## src/rtl/alu8_pkg.sv

```systemverilog
package alu8_pkg;

  localparam int ALU_W  = 8;
  localparam int NIB_W  = ALU_W / 2;
  localparam int OP_W   = 4;
  localparam int FLAG_W = 4;

  // flag vector bit positions (neighbouring register file decodes these)
  localparam int FZ = 3;
  localparam int FN = 2;
  localparam int FH = 1;
  localparam int FC = 0;

  typedef enum logic [OP_W-1:0] {
    OP_ADD = 4'd0,
    OP_ADC = 4'd1,
    OP_SUB = 4'd2,
    OP_SBC = 4'd3,
    OP_AND = 4'd4,
    OP_XOR = 4'd5,
    OP_OR  = 4'd6,
    OP_CMP = 4'd7,
    OP_INC = 4'd8,
    OP_DEC = 4'd9,
    OP_DAJ = 4'd10,
    OP_NOT = 4'd11,
    OP_STC = 4'd12,
    OP_CMC = 4'd13
  } alu_op_e;

  typedef struct packed {
    logic z;
    logic n;
    logic h;
    logic c;
  } flags_t;

  typedef enum logic [1:0] {
    LG_AND = 2'd0,
    LG_XOR = 2'd1,
    LG_OR  = 2'd2
  } logic_sel_e;

endpackage

```

## src/rtl/alu8_addsub.sv

```systemverilog
module alu8_addsub #(
  parameter int W = 8
) (
  input  logic [W-1:0] a,
  input  logic [W-1:0] b,
  input  logic         cin,
  input  logic         sub,
  output logic [W-1:0] y,
  output logic         half,
  output logic         carry
);
  localparam int NIB = W / 2;

  logic [NIB:0] lo_ext;
  logic [W:0]   full_ext;
  logic [NIB:0] lo_cin;
  logic [W:0]   full_cin;

  assign lo_cin   = {{NIB{1'b0}}, cin};
  assign full_cin = {{W{1'b0}}, cin};

  always_comb begin
    if (sub) begin
      lo_ext   = {1'b0, a[NIB-1:0]} - {1'b0, b[NIB-1:0]} - lo_cin;
      full_ext = {1'b0, a} - {1'b0, b} - full_cin;
    end else begin
      lo_ext   = {1'b0, a[NIB-1:0]} + {1'b0, b[NIB-1:0]} + lo_cin;
      full_ext = {1'b0, a} + {1'b0, b} + full_cin;
    end
  end

  // top bit of each extended value is the carry (add) or borrow (sub)
  assign y     = full_ext[W-1:0];
  assign half  = lo_ext[NIB];
  assign carry = full_ext[W];
endmodule

```

## src/rtl/alu8_logic.sv

```systemverilog
module alu8_logic
  import alu8_pkg::*;
#(
  parameter int W = 8
) (
  input  logic [W-1:0] a,
  input  logic [W-1:0] b,
  input  logic_sel_e   sel,
  output logic [W-1:0] y
);
  always_comb begin
    unique case (sel)
      LG_AND:  y = a & b;
      LG_XOR:  y = a ^ b;
      LG_OR:   y = a | b;
      default: y = a | b;
    endcase
  end
endmodule

```

## src/rtl/alu8_bcd_adj.sv

```systemverilog
module alu8_bcd_adj #(
  parameter int W = 8
) (
  input  logic [W-1:0] a,
  input  logic         n_in,
  input  logic         h_in,
  input  logic         c_in,
  output logic [W-1:0] y,
  output logic         c_out
);
  localparam int NIB = W / 2;
  localparam logic [NIB-1:0] DIGIT_MAX = NIB'(9);
  localparam logic [NIB-1:0] DIGIT_FIX = NIB'(6);
  localparam logic [W-1:0]   BYTE_MAX  = {DIGIT_MAX, DIGIT_MAX};

  logic           fix_lo;
  logic           fix_hi;
  logic [W-1:0]   corr;

  assign fix_lo = h_in | (~n_in & (a[NIB-1:0] > DIGIT_MAX));
  assign fix_hi = c_in | (~n_in & (a > BYTE_MAX));
  assign corr   = {(fix_hi ? DIGIT_FIX : {NIB{1'b0}}),
                   (fix_lo ? DIGIT_FIX : {NIB{1'b0}})};
  assign y      = n_in ? (a - corr) : (a + corr);
  assign c_out  = fix_hi;
endmodule

```

## src/rtl/alu8_core.sv

```systemverilog
module alu8_core
  import alu8_pkg::*;
#(
  parameter int W  = ALU_W,
  parameter int FW = FLAG_W,
  parameter int OW = OP_W
) (
  input  logic          clk,
  input  logic          rst,
  input  logic [W-1:0]  op_a,
  input  logic [W-1:0]  op_b,
  input  logic [OW-1:0] op_sel,
  input  logic [FW-1:0] flags_in,
  output logic [W-1:0]  res_q,
  output logic          res_we_q,
  output logic [FW-1:0] flags_q,
  output logic [FW-1:0] flag_mask_q
);
  alu_op_e    op;
  flags_t     fin;
  assign op  = alu_op_e'(op_sel);
  assign fin = flags_t'(flags_in);

  // shared adder / subtractor
  logic         as_sub;
  logic         as_cin;
  logic         as_unary;
  logic [W-1:0] as_b;
  logic [W-1:0] as_y;
  logic         as_h;
  logic         as_c;

  assign as_unary = (op == OP_INC) || (op == OP_DEC);
  assign as_sub   = (op == OP_SUB) || (op == OP_SBC) || (op == OP_CMP) || (op == OP_DEC);
  assign as_cin   = ((op == OP_ADC) || (op == OP_SBC)) ? fin.c : 1'b0;
  assign as_b     = as_unary ? W'(1) : op_b;

  alu8_addsub #(.W(W)) u_addsub (
    .a     (op_a),
    .b     (as_b),
    .cin   (as_cin),
    .sub   (as_sub),
    .y     (as_y),
    .half  (as_h),
    .carry (as_c)
  );

  logic_sel_e   lg_sel;
  logic [W-1:0] lg_y;

  always_comb begin
    unique case (op)
      OP_AND:  lg_sel = LG_AND;
      OP_XOR:  lg_sel = LG_XOR;
      default: lg_sel = LG_OR;
    endcase
  end

  alu8_logic #(.W(W)) u_logic (
    .a   (op_a),
    .b   (op_b),
    .sel (lg_sel),
    .y   (lg_y)
  );

  logic [W-1:0] dj_y;
  logic         dj_c;

  alu8_bcd_adj #(.W(W)) u_bcd (
    .a     (op_a),
    .n_in  (fin.n),
    .h_in  (fin.h),
    .c_in  (fin.c),
    .y     (dj_y),
    .c_out (dj_c)
  );

  // per-operation selection
  logic [W-1:0] nxt_res;
  logic         nxt_we;
  flags_t       nxt_val;
  flags_t       nxt_mask;
  logic         nxt_zero;

  assign nxt_zero = (nxt_res == '0);

  always_comb begin
    nxt_res  = op_a;
    nxt_we   = 1'b0;
    nxt_val  = '0;
    nxt_mask = '0;
    unique case (op)
      OP_ADD, OP_ADC: begin
        nxt_res  = as_y;
        nxt_we   = 1'b1;
        nxt_val  = '{z: nxt_zero, n: 1'b0, h: as_h, c: as_c};
        nxt_mask = '{z: 1'b1, n: 1'b1, h: 1'b1, c: 1'b1};
      end
      OP_SUB, OP_SBC, OP_CMP: begin
        nxt_res  = as_y;
        nxt_we   = (op != OP_CMP);
        nxt_val  = '{z: nxt_zero, n: 1'b1, h: as_h, c: as_c};
        nxt_mask = '{z: 1'b1, n: 1'b1, h: 1'b1, c: 1'b1};
      end
      OP_AND, OP_XOR, OP_OR: begin
        nxt_res  = lg_y;
        nxt_we   = 1'b1;
        nxt_val  = '{z: nxt_zero, n: 1'b0, h: (op == OP_AND), c: 1'b0};
        nxt_mask = '{z: 1'b1, n: 1'b1, h: 1'b1, c: 1'b1};
      end
      OP_INC, OP_DEC: begin
        nxt_res  = as_y;
        nxt_we   = 1'b1;
        nxt_val  = '{z: nxt_zero, n: (op == OP_DEC), h: as_h, c: 1'b0};
        nxt_mask = '{z: 1'b1, n: 1'b1, h: 1'b1, c: 1'b0};
      end
      OP_DAJ: begin
        nxt_res  = dj_y;
        nxt_we   = 1'b1;
        nxt_val  = '{z: nxt_zero, n: 1'b0, h: 1'b0, c: dj_c};
        nxt_mask = '{z: 1'b1, n: 1'b0, h: 1'b1, c: 1'b1};
      end
      OP_NOT: begin
        nxt_res  = ~op_a;
        nxt_we   = 1'b1;
        nxt_val  = '{z: 1'b0, n: 1'b1, h: 1'b1, c: 1'b0};
        nxt_mask = '{z: 1'b0, n: 1'b1, h: 1'b1, c: 1'b0};
      end
      OP_STC, OP_CMC: begin
        nxt_val  = '{z: 1'b0, n: 1'b0, h: 1'b0, c: (op == OP_STC) | ~fin.c};
        nxt_mask = '{z: 1'b0, n: 1'b1, h: 1'b1, c: 1'b1};
      end
      default: begin
        nxt_res  = op_a;
        nxt_we   = 1'b0;
      end
    endcase
  end

  logic [FW-1:0] merged;
  assign merged = (nxt_val & nxt_mask) | (flags_in & ~nxt_mask);

  always_ff @(posedge clk) begin
    if (rst) begin
      res_q       <= '0;
      res_we_q    <= 1'b0;
      flags_q     <= '0;
      flag_mask_q <= '0;
    end else begin
      res_q       <= nxt_res;
      res_we_q    <= nxt_we;
      flags_q     <= merged;
      flag_mask_q <= nxt_mask;
    end
  end
endmodule

```

## config.mk

```make
export PLATFORM = sky130hd
export DESIGN_NAME = alu8_core
export DESIGN_NICKNAME = d
export VERILOG_FILES = /design/src/rtl/alu8_pkg.sv /design/src/rtl/alu8_addsub.sv /design/src/rtl/alu8_logic.sv /design/src/rtl/alu8_bcd_adj.sv /design/src/rtl/alu8_core.sv
export SDC_FILE = /design/constraint.sdc
export NUM_CORES = 1
export LEC_CHECK = 0
export BUFFER_PORTS_ARGS = -buffer_cell sky130_fd_sc_hd__buf_2
export CORE_MARGIN = 1.5
export CORE_UTILIZATION = 30
export CTS_CLUSTER_SIZE = 8
export DETAILED_ROUTE_END_ITERATION = 6
export GPL_ROUTABILITY_DRIVEN = 1
export PLACE_DENSITY_LB_ADDON = 0.12
export SYNTH_ARGS = -nofsm -noshare
export SYNTH_HDL_FRONTEND = slang
export SYNTH_SLANG_ARGS = --single-unit
```

## constraint.sdc

```tcl
create_clock -name clk -period 3.5 [get_ports clk]
set_clock_uncertainty 0.15 [all_clocks]
set_input_delay 0.525 -clock clk [delete_from_list [all_inputs] [get_ports clk]]
set_output_delay 0.525 -clock clk [all_outputs]
set_load 0.03 [all_outputs]
```

# == After elaboration in Yosys (flattened, before gate mapping) ==
# Cells that the tools add are included.
# totals
reg_bits,17
latchBits,0
ram_bits,0
romBits,0
input_bits,26
word_cells,75
memories,0
# classes
addsub,10
multipliers,0
n_div,0
magnitude_cmp,2
n_eq_ne,15
shift,0
muxes,13
bitwise,15
reduce_logical,16
# op_table
cell,count
case mux 8 bit (4 select lines),1
case mux 4 bit (7 select lines),1
== test 4 bit (second input constant),6
case mux 4 bit (5 select lines),1
== test 4 x 3 -> 1 bit (second input constant),4
two-way mux 8 bit,2
case mux 8 bit (2 select lines),1
adder 8 x 8 -> 9 bit,1
adder 9 x 1 -> 9 bit,1
two-way mux 9 bit,1
OR reduction 9 bit,1
subtractor 8 x 8 -> 9 bit,1
subtractor 9 x 1 -> 9 bit,1
adder 8 bit,1
AND 4 bit,2
AND 8 bit,1
== test 4 x 2 -> 1 bit (second input constant),2
> comparator 8 bit (second input constant),1
zero test 8 bit,1
NOT 8 bit,1
bitwise OR 8 bit,1
OR reduction 8 bit,1
subtractor 8 bit,1
XOR 8 bit,1
other kinds (24),36

# == Longest topological paths before layout ==
# depth
ltp_word,11
depth_mapped,16
depth_no_buf,15

# == Cells and area by module ==
# A second synthesis with hierarchy kept.
# unflattened
hier_cells,403
area_unflattened_um2,3039.2
# by_module_without_submodules
module,instances,cells_each,area_per_inst_um2,seq_area_each_um2
alu8_core,1,172,1258.7,340.3
alu8_addsub,1,126,963.4,0.0
alu8_logic,1,50,436.7,0.0
alu8_bcd_adj,1,55,380.4,0.0

# == Worst setup path before layout ==
# No wires, ideal clock.
# synth_path
kind,in2reg
from,input port op_sel[1]
to,register flags_q[3]
setup_time_ps,59
t_arrival_ps,3426
required_ps,3291
setup_slack_ps,-135
stages,14
cell_sequence,buf_6 > buf_2 > buf_1 > o21ai_0 > fa_1 > fa_1 > and3b_1 > o31ai_1 > o22ai_1 > nor2_1 > and3_1 > and4_1 > and4b_1 > a32o_2
# synth_between
elab_chain_cells,11
elab_cells_between_ends,45
# synth_rtl
element,line_no,text
start: declaration,alu8_core.sv:12,"input logic [OW-1:0] op_sel,"
"== test 4 bit, on equally long branches","alu8_core.sv:33, alu8_core.sv:92, alu8_core.sv:34",
logical OR 1 bit,alu8_core.sv:33,assign as_unary = (op == OP_INC) || (op == OP_DEC);
two-way mux 8 bit,alu8_core.sv:36,assign as_b = as_unary ? W'(1) : op_b;
adder 8 x 8 -> 9 bit / subtractor 8 x 8 -> 9 bit (equally long branches),"alu8_addsub.sv:28, alu8_addsub.sv:25",
adder 9 x 1 -> 9 bit / subtractor 9 x 1 -> 9 bit (equally long branches),"alu8_addsub.sv:28, alu8_addsub.sv:25",
two-way mux 9 bit,alu8_addsub.sv:23,if (sub) begin
case mux 8 bit (4 select lines),alu8_core.sv:92,unique case (op)
zero test 8 bit,alu8_core.sv:85,assign nxt_zero = (nxt_res == '0);
case mux 4 bit (7 select lines),alu8_core.sv:92,
AND 4 bit,alu8_core.sv:141,assign merged = (nxt_val & nxt_mask) | (flags_in & ~nxt_mask);
bitwise OR 4 bit (*),alu8_core.sv:141,
end signal: assignment,alu8_core.sv:152,flags_q <= merged;
end: declaration,alu8_core.sv:16,"output logic [FW-1:0] flags_q,"
# Mark *: on every way between the ends. The rest lies on a longest branch, timed or not.
# A chain may end at the register's enable or synchronous reset.

# == Worst setup path in the final report ==
# layout_path
from,input port op_sel[2]
to,register flags_q[3]
# The elaborated chain is that of the path after synthesis.

==> impl_metrics.env <==
export IMPL_n_antenna_cell=0
export IMPL_die_area_sq_mm=0.00954
export IMPL_grt_use_total_pct=16.3
export IMPL_min_period_ns=3.30
export IMPL_max_vdd_ir_drop_mv=0.0855
export IMPL_finalPower_uw=876
export IMPL_die_h_um=97.7
export IMPL_start_util_pct=30.8
export IMPL_dp_cells=506
export IMPL_fmaxAchievable_ghz=0.303
export IMPL_internal_power_uw=514
export IMPL_fillCellCount=932
export IMPL_io_buffers=42
export IMPL_postRouteAntennaNets=0
export IMPL_synth_seq_area_share_pct=12.7
export IMPL_crit_path_max_fanout=4
export IMPL_worst_slew_pin_slew_ns=0.534
export IMPL_io_pins=43
export IMPL_clkPwrFrac_pct=15.6
export IMPL_core_area_sq_mm=0.00872
export IMPL_multi_input_area_sq_mm=0.00210
export IMPL_final_common_cell="ha_1"
export IMPL_synth_async_sr_flop_share_pct=0
export IMPL_crit_path_end_kind="flop"
export IMPL_gr_total_overflow=0
export IMPL_layout_common_cells="ha_1 (46), buf_2 (42), inv_1 (37)"
export IMPL_status="finished clean"
export IMPL_setup_viol_count_final=0
export IMPL_cp_data_arrival_time_ns=3.34
export IMPL_final_cells=510
export IMPL_seq_area_sq_um=340
export IMPL_finalMaxSlewViolations=0
export IMPL_worst_setup_path_type="primary input to flop"
export IMPL_vias=2563
export IMPL_p_leak_nw=1.59
export IMPL_powerDensity_mw_per_mm2=273
export IMPL_synth_edf_count=0
export IMPL_startpoint_type="primary input"
export IMPL_cts_sinks=17
export IMPL_htree_levels=1
export IMPL_syn_nets=418
export IMPL_die_w_um=97.7
export IMPL_antenna_found_initial=0
export IMPL_cts_tree="yes"
export IMPL_clk_pin_slew_worst_paths_ns=0.06
export IMPL_synth_top_flop_cell="dfxtp_1"
export IMPL_cts_buffers=3
export IMPL_route_detailed_drc=0
export IMPL_gp_congestion=0.875
export IMPL_synth_area_sq_mm=0.00269
export IMPL_yosys_warnings=0
export IMPL_syn_avg_cell_area_sq_um=7.86
export IMPL_yosys_area_top_type="ha_1"
export IMPL_tns_ns=0
export IMPL_layout_drive_gt1_share_pct=22.4
export IMPL_grt_pass1_wl_um=12700
export IMPL_drt_pass1_iter_count=4
export IMPL_placementRows=34
export IMPL_wl_um=7810
export IMPL_cts_root_buf="clkbuf_8"
export IMPL_maxCapViolations=0
export IMPL_wire_per_inst_um=15.3
export IMPL_synth_top_area_share_pct=21.4
export IMPL_p_seq_share_pct=24.8
export IMPL_dpl_hpwl_um=6480
export IMPL_synth_seq_cells=17
export IMPL_power_switching_uw=362
export IMPL_max_slew_margin_pct=64.4
export IMPL_area_growth_pct=19.5
export IMPL_final_util_pct=36.8
export IMPL_first_global_vias=2489
export IMPL_drt_iter0_drc=97
export IMPL_routed_via_density=5.03
export IMPL_combPwrFrac_pct=59.6
export IMPL_synth_area_leaders="ha_1 (21%), dfxtp_1 (13%), mux2i_1 (5.6%)"
export IMPL_finalCritPeriodShare_pct=94.3
export IMPL_hold_violations=0
export IMPL_num_nets_final=479
export IMPL_crit_required_ns=3.54
export IMPL_grt_max_degree=28
export IMPL_rsz0062_at_grt="false"
export IMPL_clk_path_buf_depth=2
export IMPL_synth_cell_types=59
export IMPL_p_sw_share_pct=41.3
export IMPL_fin_hold_ws_ns=0.408
export IMPL_synthCells=342
export IMPL_hold_class="primary input to flop"
## per-stage QoR
stage | area, sq um | setup WS, ns
3_3_place_gp | 3160 | -0.146
5_1_grt | 3210 | 0.0229
2_1_floorplan | 2690 | 0.0160
3_5_place_dp | 3160 | -0.0703
4_1_cts | 3210 | 0.174
6_report | 3210 | 0.200
## area by class of cell
class | instances | area share (%)
multi-input combinational | 270 | 65.5
clock buffer | 3 | 1.29
sequential | 17 | 10.6
timing repair buffer | 73 | 13.8
clock inverter | 1 | 0.156
tap | 108 | 4.21
inverter | 38 | 4.44
## path summary, 6_finish.rpt
path	slack, ns	from	cells after the start	endpoint
worst max-delay path	0.20	op_sel[2]	15	flags_q[3]
worst min-delay path	0.41	flags_in[3]	2	flags_q[3]
## synth_stat cells, drive strengths merged (2+ instances only)
cell	count
a211oi	4
a21boi	2
a21o	3
a21oi	27
a221oi	2
a311oi	2
a31oi	3
and2	2
buf	13
clkbuf	4
dfxtp	17
fa	4
ha	46
inv	38
mux2	2
mux2i	15
nand2	15
nand2b	10
nand3	5
nand3b	2
nor2	33
nor2b	7
nor3	8
nor4	2
o2111ai	2
o211ai	5
o21a	3
o21ai	19
o21bai	2
o221ai	8
o22a	2
o22ai	4
o311ai	2
or2	2
xnor2	12
xor2	4
## power groups by stage
stage	clock [mW]	sequential [mW]	combinational (mW)
after floorplan	0	0.263	0.317
final	0.136	0.217	0.522
after global placement	0	0.221	0.520
after global routing	0.151	0.219	0.581
after detailed placement	0	0.222	0.519
after CTS	0.140	0.218	0.522
## critical path, cell delays in order
cell and delay [ns]:
buf_2 0.12, nand2b_1 0.19, o21ai_1 0.22, inv_1 0.09, fa_1 0.41, inv_1 0.08, fa_1 0.40, a21boi_0 0.13
o31ai_1 0.21, o22ai_1 0.11, nor2_1 0.15, and3_1 0.17, and4_1 0.22, and4b_1 0.19, a32o_2 0.13
## cell families after synthesis
kind of cell | count (synthesis) | synth area share, %
AO/OA/AOI/OAI | 96 | 24.3
XOR/XNOR | 16 | 5.21
adder cells (fa/ha/maj) | 50 | 24.4
buffers and inverters | 55 | 9.36
flip-flops | 17 | 12.7
multiplexers | 17 | 6.42
AND/OR/NAND/NOR | 91 | 17.6
## registers in the layout, summed over array words and instances (netlist names)
name / cells
res_q: 8
res_we_q: 1
flags_q: 4
flag_mask_q: 4
## per-layer routing
metal  global-route usage (%)  vias to the layer above  part of all wire, %
met3                     1.15                        6                  3.1
met5                        0                        -                    0
li1                         -                     1331                    -
met4                     2.64                        0                 0.83
met1                     22.9                     1173                   51
met2                     27.6                       53                   45
## timing repair
item                                    CTS  global route
hold endpoints to repair                  0             0
endpoints found under the setup margin    0             1
buffers inserted                          0             0
hold buffers                              0             0
resized for setup                         0             2
(Power assumes the default switching activity.)
